[src/rtl/lpc_wr_pkg.sv]
package lpc_wr_pkg;
  typedef enum logic [3:0] {
    ST_IDLE, ST_START, ST_CTDIR, ST_ADDR, ST_DATA,
    ST_TAR_DRV, ST_TAR_REL, ST_SYNC, ST_RTAR0, ST_RTAR1
  } state_e;

  localparam int unsigned ADDR_W   = 32;
  localparam int unsigned DATA_W   = 8;
  localparam int unsigned MEM_NIBS = ADDR_W / 4;
  localparam int unsigned TPM_NIBS = 4;
  localparam int unsigned CNT_W    = $clog2(MEM_NIBS);

  localparam logic [3:0] START_MEM  = 4'h0;
  localparam logic [3:0] START_TPM  = 4'h5;
  localparam logic [3:0] CT_MEM_WR  = 4'h6;
  localparam logic [3:0] CT_TPM_WR  = 4'h2;
  localparam logic [3:0] SYNC_READY = 4'h0;
  localparam logic [3:0] NIB_PARK   = 4'hF;
endpackage

[src/rtl/lpc_wr_nib_mux.sv]
module lpc_wr_nib_mux
  import lpc_wr_pkg::*;
(
  input  state_e                  state_i,
  input  logic                    tpm_i,
  input  logic [ADDR_W-1:0]       addr_i,
  input  logic [DATA_W-1:0]       data_i,
  input  logic [CNT_W-1:0]        cnt_i,
  output logic [3:0]              nib_o
);
  localparam int unsigned DNIBS = DATA_W / 4;

  logic [3:0] addr_nib [MEM_NIBS];
  logic [3:0] data_nib [DNIBS];

  for (genvar g = 0; g < MEM_NIBS; g++) begin : g_anib
    assign addr_nib[g] = addr_i[4*g +: 4];
  end
  for (genvar g = 0; g < DNIBS; g++) begin : g_dnib
    assign data_nib[g] = data_i[4*g +: 4];
  end

  always_comb begin
    unique case (state_i)
      ST_START: nib_o = tpm_i ? START_TPM : START_MEM;
      ST_CTDIR: nib_o = tpm_i ? CT_TPM_WR : CT_MEM_WR;
      ST_ADDR:  nib_o = addr_nib[cnt_i];
      ST_DATA:  nib_o = data_nib[cnt_i[0]];
      default:  nib_o = NIB_PARK;
    endcase
  end
endmodule

[src/rtl/lpc_wr_sync_mon.sv]
module lpc_wr_sync_mon #(
  parameter int unsigned TMO_W = 8
) (
  input  logic             clk_i,
  input  logic             rst_ni,
  input  logic             active_i,
  input  logic [3:0]       lad_i,
  input  logic [TMO_W-1:0] limit_i,
  output logic             ready_o,
  output logic             expire_o
);
  logic [TMO_W-1:0] wait_q;
  logic [TMO_W-1:0] lim_m1;

  assign lim_m1   = limit_i - {{(TMO_W-1){1'b0}}, 1'b1};
  assign ready_o  = active_i && (lad_i == lpc_wr_pkg::SYNC_READY);
  assign expire_o = active_i && !ready_o && (wait_q == lim_m1);

  always_ff @(posedge clk_i or negedge rst_ni) begin
    if (!rst_ni)        wait_q <= '0;
    else if (!active_i) wait_q <= '0;
    else                wait_q <= wait_q + 1'b1;
  end
endmodule

[src/rtl/lpc_wr_host.sv]
module lpc_wr_host
  import lpc_wr_pkg::*;
#(
  parameter int unsigned TMO_W = 8
) (
  input  logic              clk_i,
  input  logic              rst_ni,
  input  logic              req_valid_i,
  output logic              req_ready_o,
  input  logic              req_tpm_i,
  input  logic [31:0]       req_addr_i,
  input  logic [3:0]        req_loc_i,
  input  logic [7:0]        req_data_i,
  input  logic [TMO_W-1:0]  sync_limit_i,
  output logic              lframe_no,
  output logic [3:0]        lad_o,
  output logic              lad_oe_o,
  input  logic [3:0]        lad_i,
  output logic              done_o,
  output logic              timeout_o
);
  state_e             state_q;
  logic [CNT_W-1:0]   cnt_q;
  logic               tpm_q;
  logic [ADDR_W-1:0]  addr_q;
  logic [DATA_W-1:0]  data_q;
  logic               done_q, tmo_q;
  logic               sync_ok, sync_exp;

  lpc_wr_sync_mon #(.TMO_W(TMO_W)) u_sync (
    .clk_i    (clk_i),
    .rst_ni   (rst_ni),
    .active_i (state_q == ST_SYNC),
    .lad_i    (lad_i),
    .limit_i  (sync_limit_i),
    .ready_o  (sync_ok),
    .expire_o (sync_exp)
  );

  lpc_wr_nib_mux u_mux (
    .state_i (state_q),
    .tpm_i   (tpm_q),
    .addr_i  (addr_q),
    .data_i  (data_q),
    .cnt_i   (cnt_q),
    .nib_o   (lad_o)
  );

  always_ff @(posedge clk_i or negedge rst_ni) begin
    if (!rst_ni) begin
      state_q <= ST_IDLE;
      cnt_q   <= '0;
      tpm_q   <= 1'b0;
      addr_q  <= '0;
      data_q  <= '0;
      done_q  <= 1'b0;
      tmo_q   <= 1'b0;
    end else begin
      done_q <= 1'b0;
      tmo_q  <= 1'b0;
      unique case (state_q)
        ST_IDLE: if (req_valid_i) begin
          tpm_q   <= req_tpm_i;
          // TPM short address: locality above 12-bit offset
          addr_q  <= req_tpm_i ? {16'h0, req_loc_i, req_addr_i[11:0]} : req_addr_i;
          data_q  <= req_data_i;
          state_q <= ST_START;
        end
        ST_START: state_q <= ST_CTDIR;
        ST_CTDIR: begin
          cnt_q   <= tpm_q ? CNT_W'(TPM_NIBS - 1) : CNT_W'(MEM_NIBS - 1);
          state_q <= ST_ADDR;
        end
        ST_ADDR: begin
          if (cnt_q == '0) state_q <= ST_DATA;
          else             cnt_q   <= cnt_q - 1'b1;
        end
        ST_DATA: begin
          if (cnt_q[0]) begin
            cnt_q   <= '0;
            state_q <= ST_TAR_DRV;
          end else cnt_q <= CNT_W'(1);
        end
        ST_TAR_DRV: state_q <= ST_TAR_REL;
        ST_TAR_REL: state_q <= ST_SYNC;
        ST_SYNC: begin
          if (sync_ok) state_q <= ST_RTAR0;
          else if (sync_exp) begin
            tmo_q   <= 1'b1;
            state_q <= ST_IDLE;
          end
        end
        ST_RTAR0: state_q <= ST_RTAR1;
        ST_RTAR1: begin
          done_q  <= 1'b1;
          state_q <= ST_IDLE;
        end
        default: state_q <= ST_IDLE;
      endcase
    end
  end

  assign req_ready_o = (state_q == ST_IDLE);
  assign lframe_no   = (state_q != ST_START);
  assign lad_oe_o    = !((state_q == ST_TAR_REL) || (state_q == ST_SYNC));
  assign done_o      = done_q;
  assign timeout_o   = tmo_q;
endmodule

[config.mk]
export PLATFORM = sky130hd
export DESIGN_NAME = lpc_wr_host
export DESIGN_NICKNAME = d
export VERILOG_FILES = /design/src/rtl/lpc_wr_pkg.sv /design/src/rtl/lpc_wr_nib_mux.sv /design/src/rtl/lpc_wr_sync_mon.sv /design/src/rtl/lpc_wr_host.sv
export SDC_FILE = /design/constraint.sdc
export NUM_CORES = 1
export LEC_CHECK = 0
export BUFFER_PORTS_ARGS = -buffer_cell sky130_fd_sc_hd__buf_2
export CAP_MARGIN = 20
export CORE_MARGIN = 2
export CORE_UTILIZATION = 30
export DETAILED_ROUTE_END_ITERATION = 12
export RECOVER_POWER = 25
export SLEW_MARGIN = 5
export SYNTH_ARGS = -nofsm -noshare
export SYNTH_HDL_FRONTEND = slang
export SYNTH_SLANG_ARGS = --single-unit
[constraint.sdc]
create_clock -name clk_i -period 5.5 [get_ports clk_i]
set_clock_uncertainty 0.1 [all_clocks]
set_input_delay 0.825 -clock clk_i [delete_from_list [all_inputs] [get_ports clk_i]]
set_output_delay 0.825 -clock clk_i [all_outputs]
set_load 0.02 [all_outputs]
==> results of run 1 <==
path summary, 6_finish.rpt:
kind / end / slack [ps]
max: lad_o[1] / 2060
min: addr_q[16]$_DFFE_PN0P_ / 380
max reg2reg: cnt_q[2]$_DFFE_PN0P_ / 3050
min reg2reg: addr_q[16]$_DFFE_PN0P_ / 380
max in group asynchronous: cnt_q[0]$_DFFE_PN0P_ / 2100
min in group asynchronous: addr_q[27]$_DFFE_PN0P_ / 1490
power groups by stage:
stage,Combinational [mW],Sequential [mW],Clock [mW]
6_report,0.659,0.770,0.393
5_1_grt,0.740,0.803,0.422
4_1_cts,0.665,0.773,0.401
3_5_place_dp,0.662,0.781,0
3_3_place_gp,0.640,0.781,0
2_1_floorplan,0.585,0.669,0
layout make-up:
type / instances / area (um2)
inverter: 9 / 33.78
clock inverter: 2 / 35.03
timing repair buffer: 70 / 364.1
clock buffer: 14 / 162.7
tap: 136 / 170.2
multi-input combinational: 225 / 1682
sequential: 58 / 1451
fill: 1051 / 6518
flip-flops by register name, indices dropped and copies added (netlist names):
register and cells:
u_sync.wait_q 8, cnt_q 3, data_q 8, state_q 4, tpm_q 1, timeout_o 1, addr_q 32, done_o 1
cell usage after synthesis (all sizes together) (2+ instances only):
cell	number	area share [%]
nor3	5	0.77
xnor2	9	2.4
mux2	21	7.3
nand3	9	1.4
nand3b	3	0.69
nand2b	20	4.1
a211oi	4	0.93
mux4	8	5.6
or2	2	0.39
nand2	32	3.7
nor2b	5	0.96
xor2	8	2.2
and3	2	0.39
nor4	4	1.4
and2	2	0.39
inv	9	1.0
mux2i	11	3.4
o211ai	4	1.2
o21ai	30	4.6
dfrtp	58	45
a21oi	7	1.1
clkbuf	11	1.3
buf	8	1.2
nor2	16	1.9
ha	4	1.5
metal layers:
metal	track usage [%]	share of wire (%)	up-vias
met2	21.38	48	69
met4	5.128	1.5	0
met1	16.57	44	1149
met3	4.039	6.0	9
li1	-	-	1221
met5	0	0	-
worst max-delay path, delay by kind of cell, from the launching register on:
kind | cells | cell delay [ps]
multiplexers | 1 | 590
AO/OA/AOI/OAI | 2 | 420
AND/OR/NAND/NOR | 1 | 170
buffers and inverters | 1 | 170
flip-flops | 1 | 840
cell families (layout without fill, tap and decap cells):
kind of cell | after synthesis | count (layout) | share of synthesized area, %
flip-flops | 58 | 58 | 44.72
multiplexers | 40 | 40 | 16.23
adder cells (fa/ha/maj) | 4 | 4 | 1.542
XOR/XNOR | 17 | 17 | 4.588
AND/OR/NAND/NOR | 105 | 105 | 17.62
buffers and inverters | 28 | 95 | 3.547
AO/OA/AOI/OAI | 59 | 59 | 11.76
==> metrics list, run 1 <==
* Detailed-route wire length per cell: 13.89 um
- Gpl congestion: roughly 0.85
* Number of hold-slack violations in the final timing report: 0
- Mean area per synthesized cell: 10.44 um2
- The worst setup path is launched from a flop.
* Antenna violations before repair: 0
- Deepest level of the CTS H-tree: 3
- At the later pin of the worst-skew pair, clock insertion delay measures 330 ps.
- Worst EP required: between 4000 and 5000 ps
* Setup bufs post-CTS: 0
- Fin Hold WS: 382.7 ps
- Number of instances resized during post-cts repair: 0
- Synthesis produced a netlist whose cell count is 311.
* Antenna violation net count after detailed routing: 0
- Reg power frac: 42.3%
* Worst-Margin Slew: 3023 ps
- At the worst endpoint, the arrival time is 2510 ps.
* Placed Instance Area: between 0.003 and 0.004 mm2
* Count of input and output buffers: 68
* Via count of the first global-routing pass: ~2600
- Clock tree synthesis inserted a total of 9 buffers.
- Counting flops with a built-in enable in the synthesized netlist gives 0.
- Dividing the detail-routed via count by the number of cells gives 4.763.
* Path class of the lowest-slack min-delay path: reg -> reg
* Highest ir drop seen on vdd: 0.1825 mV
- Setup repair after global routing missed its margin: no
* TritonCTS clock tree: built
- In this run the worst path has a maximum fanout of 15.
- The first global-routing pass estimated 11980 um of wire.
- The startpoint identified for the worst hold timing path is addr_q[16]$_DFFE_PN0P_.
* Share of total power in combinational logic: a little over a third
* Total nets after synthesis: 375
- Layout-stage area growth over the synthesis result: 20.12%
* Sum of overflow across all layers after global routing: 0
- The worst register-to-register path begins at cnt_q[0]$_DFFE_PN0P_.
- Max-Slew Margin vs Limit: -101.5%
* Clock edge transition at the registers on the reported setup and hold paths: 60 ps
* Diodes inserted: 0
- The synthesized netlist occupies a cell area of 0.003246 mm2.
- The tool flagged a number of max-cap violations equal to 1.
- The floorplan step defined a die boundary enclosing 0.01167 mm2.
- DRT Wirelength: 7140 um
- Fraction of power spent switching nets: 35.47%
* Async set-or-reset flop fraction in the synthesized netlist: 100.0%
- The library cell used most frequently in the layout, excluding fill and tap cells, is buf_2.
- The total area inside the core boundary comes to approximately 0.010 mm2.
* Period Utilization, post-route: 62.48%
- CTS saw 58 sinks.
- After synthesis the netlist holds a flip-flop and latch count of 58.
- Cells fill between 30% and 40% of the core in the end.
- The signal on the critical path passes through mux4_2 -> and2_1 -> a211oi_1 -> o21bai_1 -> buf_2.
- Post-route worst setup slack: 2064 ps
* Post-layout min period: 3436 ps
- Tracing the worst setup path back leads to its startpoint at cnt_q[0]$_DFFE_PN0P_.
- The internal portion of the total power is 1.176 mW.
- The first routing iteration left 80 violations.
- Portion of the post-synthesis area used by sequential elements: 44.72%
- The checks that failed: max-capacitance violations, max-slew violations.
- Adding up every negative setup slack in the final design gives 0 ps.
- For this run, the number of Yosys warnings is 0.
- For this run, design rule violations remaining after detail routing come to 0.
* Sum of internal, switching and leakage power: 1.822 mW
- Buffers inserted to repair hold after CTS numbered 0.
* Initial Utilization: between 30% and 40%
- Class of the most critical setup path: reg -> out
* Final Slew Violations: 59
- For this run, the top clock speed supported by timing is 291.0 MHz.
* Commonest cells after routing, fill and taps aside: buf_2 (68), dfrtp_1 (58), nand2_1 (31)
- The net count of the finished layout is 437.
- Including well taps, the total number of placed cells is 497.
* DIE WIDTH: approximately 110 um
- Proportion of layout cells with a drive suffix above 1: 32.28%
- The clock passes through at most 2 buffers.
- 69 I/O pins were placed.
- The die is between 100 and 150 um tall.
- Count of TritonRoute iterations in the first routing pass: 4
- Yosys mapped the design onto 49 distinct sky130hd cell types.
- The tree is rooted in a clkbuf_8.
- In this run the power spent charging and discharging nets is ~0.65 mW.
- For this run, the leading register cell type out of synthesis is dfrtp_1.
- The finished cells cover 0.003899 mm2.
- Row cnt: 37
- Timing analysis after detailed placement gives a worst setup slack of 2383 ps.
- Setup violations remaining at the end of the flow were counted as 0.
- Count of placed standard cells in the final layout, fillers left out: approximately 510
- Part of the power in the clock network: between 20% and 30%
- Power density over the cells: ~470 mW/mm2
- In this design, the stage delay of the slowest critical-path cell is about 840 ps.
- Across every metal layer, demand over resource in global routing totals a little over an eighth.
- For this design the static power due to leakage is 1.759 nW.
* Run status: finished with violations
- HPWL reported at the end of detailed placement: 5273 um
- STA classifies the critical path endpoint as a primary output.
- Count of cells along the worst hold path: 2
- For the worst flop-to-flop path, the logic depth is 7.
* Cell at the slowest stage of the critical path: dfrtp_1
- The routed layout has between 2000 and 2500 vias.
- Entering global routing, the biggest net connects 62 pins.
(Power assumes the default switching activity.)
==> run 2, diff against run 1 <==
- ABC_AREA: unset -> 1
- clock period: 5.5 -> 3.1 ns (I/O delays scaled with it)
==> run 2 against run 1 <==
Effect of this change: the flow now finishes without violations; non-clock buffer count rose by 1; sequential share of layout area rose by 0.98 points; synthesized cell count is 32% higher; via count up 12%.
==> metrics list, run 2 <==
- Aggregate negative setup slack: 0 ps (unchanged)
- The worst setup slack for register-to-register paths was 1060 ps (-1990 ps).
- GRT Util Overall: 14.33% (+1.1 points)
- The worst hold margin was 219.8 ps (-162.9 ps).
- Area enclosed by the die boundary: 0.01123 mm2 (-3.8%)
* Post-layout min period: 2586 ps
* Number of flops mapped to enable cells by yosys: 0 (unchanged)
- Cts bufs inserted: 9 (unchanged)
* Root buf cell: clkbuf_8
- Leaving out fill and tap cells, the most frequent cell in the layout is nand2_1.
- The run finished with clean final reports.
* Synth top cells by count: nand2_1 (130), dfrtp_1 (58), o21ai_0 (48)
* Net count of the finished layout: 544 (+24%)
* Total number of clock tree sinks: 58 (unchanged)
* Synth area leaders: dfrtp_1 (47%), nand2_1 (16%), o21ai_0 (7.7%)
* Worst EP required: 2530 ps (-2050 ps)
* Total nets after synthesis: 476 (+27%)
- The number of cells in the design after placement was 605 (+22%).
* Path class of the lowest-slack min-delay path: in -> reg
- The power density over the cells is 887.1 mW/mm2 (+90%).
- Cell at the slowest stage of the critical path: inv_1
* Setup bufs post-CTS: 0 (unchanged)
- Die Ht: 106.0 um (-1.9%)
- The top cell types in the final layout, fill and taps aside, are nand2_1 (130), buf_2 (68), dfrtp_1 (58).
- Via total after detailed routing: 2730 (+12%)
- Combined buffer and inverter count along the critical path: 2 (+1)
- Layout-stage area growth over the synthesis result: 21.78%
- Utilization after layout: 37.13% (-0.30 points)
- Registers with the most flip-flops: addr_q x32, data_q x8, u_sync.wait_q x8
* Highest ir drop seen on vdd: 0.4778 mV (+160%)
- TritonCTS clock tree: built
* Count of placed standard cells in the final layout, fillers left out: 621 (+21%)
- Sum of internal, switching and leakage power: 3.370 mW (+85%)
- Cell area after synthesis: 0.003119 mm2 (-3.9%)
- Initial Utilization: 30.49% (-0.67 points)
- Synthesis-stage register bit count: 58 (unchanged)
* Detailed-route wire length per cell: 12.05 um (-13%)
- Core region area: 0.01023 mm2 (-1.8%)
* Setup repair after global routing missed its margin: no
* Critical path origin: cnt_q[0]$_DFFE_PN0P_
- The horizontal extent of the die was 106.0 um (-1.9%).
* Yosys warnings: 0 (unchanged)
- Antenna violation net count after detailed routing: 0 (unchanged)
- Number of hold-slack violations in the final timing report: 0 (unchanged)
* Clock Tree Buf Depth: 2 (unchanged)
* Critical Path AT: 2020 ps (-490 ps)
* Flip-flop count of the largest register after layout: 32 (unchanged)
* Crit path max fanout: 24 (+9)
* Proportion of layout cells with a drive suffix above 1: 19.79% (-12 points)
* Critical path depth: 7 (+2)
- The total DRC errors in the routed layout is 0 (unchanged).
- The fraction of post-synthesis cell area in the top cell type by area was 46.53% (+1.8 points).
- Class of the most critical setup path: reg -> out
- DRT Wirelength: 7484 um (+4.8%)
* Sort of element at the end of the critical path: primary output
- Cell family with most CP delay: buffers and inverters
- The number of instances in the synthesized netlist was 412 (+32%).
- For this run, the top clock speed supported by timing is 386.7 MHz.
- Via count of the first global-routing pass: 2772 (+8.4%)
- Clock edge transition at the registers on the reported setup and hold paths: 70 ps (about the same)
* Mean area per synthesized cell: 7.571 um2 (-27%)
- Maximum Capacitance Violations: 0 (-1)
- The number of distinct library cell variants in the gate-level netlist after synthesis came to 34 (-31%).
- The worst reg-to-reg path cell count was 7 (unchanged).
- The global-route congestion overflow total is 0 (unchanged).
- The number of antenna violations at the first check in global routing was 0 (unchanged).
* Leakage power figure: 1.950 nW (+11%)
* Worst-Margin Slew: 1423 ps (-1600 ps)
* Most used flip-flop cell after synthesis: dfrtp_1
- Worst-Skew Late Latency: 330 ps (about the same)
* Count of input and output buffers: 68 (unchanged)
- The largest total area in the synthesized netlist belongs to dfrtp_1.
- The worst register-to-register path begins at cnt_q[1]$_DFFE_PN0P_.
- The relative slew slack was 5.144% (+110 points).
* Top Ports: 69 (unchanged)
- Deepest level of the CTS H-tree: 3 (unchanged)
- The sequential share of the synthesized area was 46.53% (+1.8 points).
- Crit-path max cell delay: 470 ps (-370 ps)
- The worst setup path is launched from a flop.
- Ordered list of cells on the worst path: inv_1 -> a21oi_1 -> o21ai_0 -> nand3_1 -> o211ai_1 -> o2111ai_1 -> buf_2
- The per-cell via count in the routed design is 4.396 (-7.7%).
- Top register by number of flip-flops: addr_q
* Final Slew Violations: 0 (-100%)
- The starting DRC count in detailed routing came to 190 (+140%).
* Diodes inserted: 0 (unchanged)
- Terminus of the critical flop-to-flop path: cnt_q[0]$_DFFE_PN0P_
- The first-pass GRT wire length came to 12830 um (+7.1%).
- Number of instances resized during post-cts repair: 0 (unchanged)
- Row cnt: 37 (unchanged)
* Count of TritonRoute iterations in the first routing pass: 4 (unchanged)
- The HPWL after detailed placement was 5543 um (+5.1%).
* Async set-or-reset flop fraction in the synthesized netlist: 100.0% (unchanged)
* Period Utilization, post-route: approximately 83%
- Hold bufs inserted after CTS: 0 (unchanged)
* Critical Path Sink: lad_o[1]
- The largest net degree at the start of global routing came to 59 (-4.8%).
- The number of setup violations in the final report is 0 (unchanged).
- Most instantiated library cell after synthesis: nand2_1
- Gpl congestion: 0.8725 (+2.4%)
-- run 2: where the power goes --
group	leakage (nW)	internal (mW)	total, mW	switching, mW
clock network	0.101	0.474	0.781	0.307
registers	0.747	1.04	1.22	0.189
logic	1.10	0.498	1.37	0.867
total	1.95	2.01	3.37	1.36
-- run 2: cell families after synthesis --
kind of cell	Yosys count	share of synthesized area (%)
flip-flops	58	46.53
adder cells (fa/ha/maj)	4	1.605
buffers and inverters	65	8.664
AO/OA/AOI/OAI	84	15.52
multiplexers	1	0.3209
XOR/XNOR	5	1.404
AND/OR/NAND/NOR	195	25.95
-- run 2: worst register-to-register path: stages (launching register included) --
cell	delay, ps
dfrtp_1	510
clkinv_1	300
ha_1	280
a21oi_1	240
inv_1	120
nand3_1	190
o21ai_0	120
o21ai_0	90
-- run 2: how the worst min path moves through the flow --
| stage | start | endpoint | slack [ps] | depth (start not counted) |
|---|---|---|---|---|
| CTS | rst_ni | data_q[1]$_DFFE_PN0P_ | 200 | 2 |
| floorplan | rst_ni | addr_q[0]$_DFFE_PN0P_ | 70 | 0 |
| finish | req_addr_i[9] | addr_q[9]$_DFFE_PN0P_ | 220 | 3 |
| detailed placement | data_q[0]$_DFFE_PN0P_ | data_q[0]$_DFFE_PN0P_ | 360 | 2 |
| global placement | data_q[0]$_DFFE_PN0P_ | data_q[0]$_DFFE_PN0P_ | 360 | 2 |
| global route | req_addr_i[2] | addr_q[2]$_DFFE_PN0P_ | 210 | 3 |
-- run 2: per-layer routing --
metal | share of wire, % | vias up | GRT usage, %
met1 | 50 | 1198 | 19.44
met5 | 0 | - | 0
li1 | - | 1455 | -
met4 | 1.9 | 0 | 6.767
met2 | 44 | 65 | 22.49
met3 | 4.0 | 12 | 2.207
-- run 2: area by class of cell --
cell class	count	area (um2)
clock inverter	6	90.09
clock buffer	10	137.6
timing repair buffer	71	360.3
multi-input combinational	289	1398
fill	1067	6432
sequential	58	1451
tap	136	170.2
inverter	51	191.4
-- run 2: per-stage QoR --
stage	setup slack (ps)	cell area (um2)
3_5_place_dp	870.3	3573
3_3_place_gp	925.5	3573
4_1_cts	505.9	3801
5_1_grt	292.1	3799
2_1_floorplan	844.6	3119
6_report	514.3	3799
==> run 3, diff against run 2 <==
- clock period: 3.1 -> 2.5 ns (I/O delays scaled with it)
==> run 3 against run 2 <==
Effect of this change: the run now ends with max-capacitance violations, max-slew violations left; combinational power grew 30%; largest cell class unchanged; first-iteration DRC count grew 6.3%; hold slack lost 91 ps; global-route usage shrank 0.22 points.
==> metrics list, run 3 (synthesis gave the netlist of run 2 again) <==
- Run status: finished with violations
- Failing checks: max-capacitance violations, max-slew violations
- The final antenna diode count was 0 (unchanged).
- The data required time at the worst endpoint was 2030 ps (-500 ps).
- Startpoint of the most critical hold path: req_addr_i[9]
* Routed vias/inst: 4.547 (+3.4%)
- The post-route antenna net violation count is 0 (unchanged).
* Ordered list of cells on the worst path: clkinvlp_2 -> nor2_1 -> o21ai_1 -> o211ai_1 -> o2111ai_1 -> buf_4
* Number of hold-slack violations in the final timing report: 0 (unchanged)
- Worst-Margin Slew: 1583 ps (+160.1 ps)
- The level count of the clock H-tree was 3 (unchanged).
* Proportion of layout cells with a drive suffix above 1: 21.06% (+1.3 points)
- The first-pass GRT wire length came to 12520 um (-2.4%).
- Top register by number of flip-flops: addr_q
- Worst-Skew Late Latency: 330 ps (about the same)
- The largest voltage drop on the vdd net came to 0.6123 mV (+28%).
- The global-route congestion overflow total is 0 (unchanged).
- Count of filler cells inserted in the layout: 1039 (-2.6%)
* Crit-path max cell delay: 480 ps (about the same)
- Final non-filler cell area: 0.003841 mm2 (+1.1%)
- The cell leakage power was 1.967 nW (+0.85%).
* Registers with the most flip-flops: addr_q x32, data_q x8, u_sync.wait_q x8
- Power density over the cells: 1113 mW/mm2 (+25%)
* DRC marker count from the first detailed-route iteration: 202 (+6.3%)
* Post-layout min period: 2396 ps
- The worst setup path is launched from a flop.
* Gpl congestion: 0.8881 (+1.8%)
- The height of the chip was 106.0 um (unchanged).
- The number of max-slew violations in the final report is 30 (+30).
- Critical path origin: cnt_q[0]$_DFFE_PN0P_
- The CTS buffer count was 9 (unchanged).
* Area enclosed by the die boundary: 0.01123 mm2 (unchanged)
- Critical Path AT: 1920 ps (-100 ps)
- Post-placement worst setup slack: 236.3 ps (-634.0 ps)
- HPWL reported at the end of detailed placement: 5590 um (+0.84%)
* DIE WIDTH: 106.0 um (unchanged)
- Via total after detailed routing: 2842 (+4.1%)
* GRT Util Overall: 14.11% (-0.22 points)
* Commonest cells after routing, fill and taps aside: nand2_1 (130), buf_2 (66), dfrtp_1 (56)
- DRT Wirelength: 7624 um (+1.9%)
- The number of hold buffers added after cts is 0 (unchanged).
* Cell family with most CP delay: compound AO/OA/AOI/OAI gates
- The maximum fanout count along the critical path is 5 (-79%).
- Most common library cell in the layout ignoring fill and taps: nand2_1
* Detailed-route wire length per cell: 12.20 um (+1.2%)
- The cell row count came to 37 (unchanged).
* Flip-flop count of the largest register after layout: 32 (unchanged)
- The overall power came to 4.276 mW (+27%).
- The max-capacitance violation count is 1 (+1).
- Setup violations, final: 0 (unchanged)
- The instance area at placement came to 0.003593 mm2 (+0.56%).
- The number of ports placed on the die boundary is 69 (unchanged).
- Period Utilization, post-route: approximately 96%
* Max-Slew Margin vs Limit: -5.529% (-11 points)
- Antenna violations before repair: 0 (unchanged)
* Clock edge transition at the registers on the reported setup and hold paths: 70 ps (about the same)
- Clock Tree Buf Depth: 2 (unchanged)
* Total number of clock tree sinks: 58 (unchanged)
- The setup path with the least slack is of type reg -> out.
- Initial Utilization: 30.49% (unchanged)
- Combined buffer and inverter count along the critical path: 2 (unchanged)
* Post-route DRC: 0 (unchanged)
- Count of input and output buffers: 68 (unchanged)
- TritonCTS clock tree: built
- The largest individual stage delay along the critical path comes from the cell dfrtp_2.
- The placeable core region is 0.01023 mm2 (unchanged).
- In this run the critical register-to-register path is launched from state_q[2]$_DFFE_PN0P_.
* Highest achievable clock rate: 417.3 MHz
* Root buf cell: clkbuf_8
- Count of TritonRoute iterations in the first routing pass: 4 (unchanged)
- The via count of the first global-routing pass came to 2721 (-1.8%).
- Layout-stage area growth over the synthesis result: 23.14%
* Post-route worst setup slack: 103.7 ps (-410.7 ps)
* Path class of the lowest-slack min-delay path: in -> reg
- Sort of element at the end of the critical path: primary output
* Pin count of the biggest net entering global routing: 31 (-47%)
- Net count of the finished layout: 548 (+0.74%)
## run 3: worst reg2reg max path, cell delays in order (launching register included)
cell	delay, ps
dfrtp_1	460
nor2_4	80
nand2_1	90
inv_2	50
nand2_4	190
clkinv_1	640
o21ai_0	400
## run 3: power by group
| group | switching [mW] | internal (mW) | total [mW] |
|---|---|---|---|
| clock | 0.368 | 0.585 | 0.953 |
| combinational | 1.10 | 0.675 | 1.78 |
| sequential | 0.259 | 1.29 | 1.55 |
| total | 1.73 | 2.55 | 4.28 |
## run 3: final timing paths
check,endpoint,slack (ps),depth (start not counted)
min,addr_q[9]$_DFFE_PN0P_,130,3
max in group asynchronous,data_q[4]$_DFFE_PN0P_,490,2
max reg2reg,addr_q[22]$_DFFE_PN0P_,390,6
min reg2reg,addr_q[10]$_DFFE_PN0P_,380,2
max,lad_o[1],100,6
min in group asynchronous,data_q[5]$_DFFE_PN0P_,330,1
## run 3: layer usage
layer  track usage (%)  up-vias  routed length, um
li1                  -     1463                  -
met1             19.49     1289               3800
met2             21.52       76               3294
met3             3.066       14                362
met4             5.733        0                167
met5                 0        -                  0
## run 3: timing repair
item                       4_1_cts  5_1_grt
gates cloned                     0        2
setup endpoints to repair        4        4
setup buffers                    0        1
pin swaps                        0        4
gates resized for setup          2       10
## run 3: cell type report
class                      instances  area, um2  share of cell area [%]
sequential                        58       1454                   37.85
multi-input combinational        289       1400                   36.45
clock buffer                      11      141.4                   3.681
timing repair buffer              73      389.1                   10.13
tap                              136      170.2                   4.430
clock inverter                     5      77.57                   2.020
timing repair inverter             2      12.51                  0.3257
inverter                          51      196.4                   5.114
## run 3: stage by stage
step	instances	hold WS [ps]	TNS [ps]	util [%]
after floorplan	412	-20.59	0	-
after global placement	606	358.6	0	35.12
after detailed placement	606	360.0	0	35.12
after CTS	622	1.323	0	37.31
after global routing	625	117.8	-13.25	37.54
final	625	128.3	0	37.54
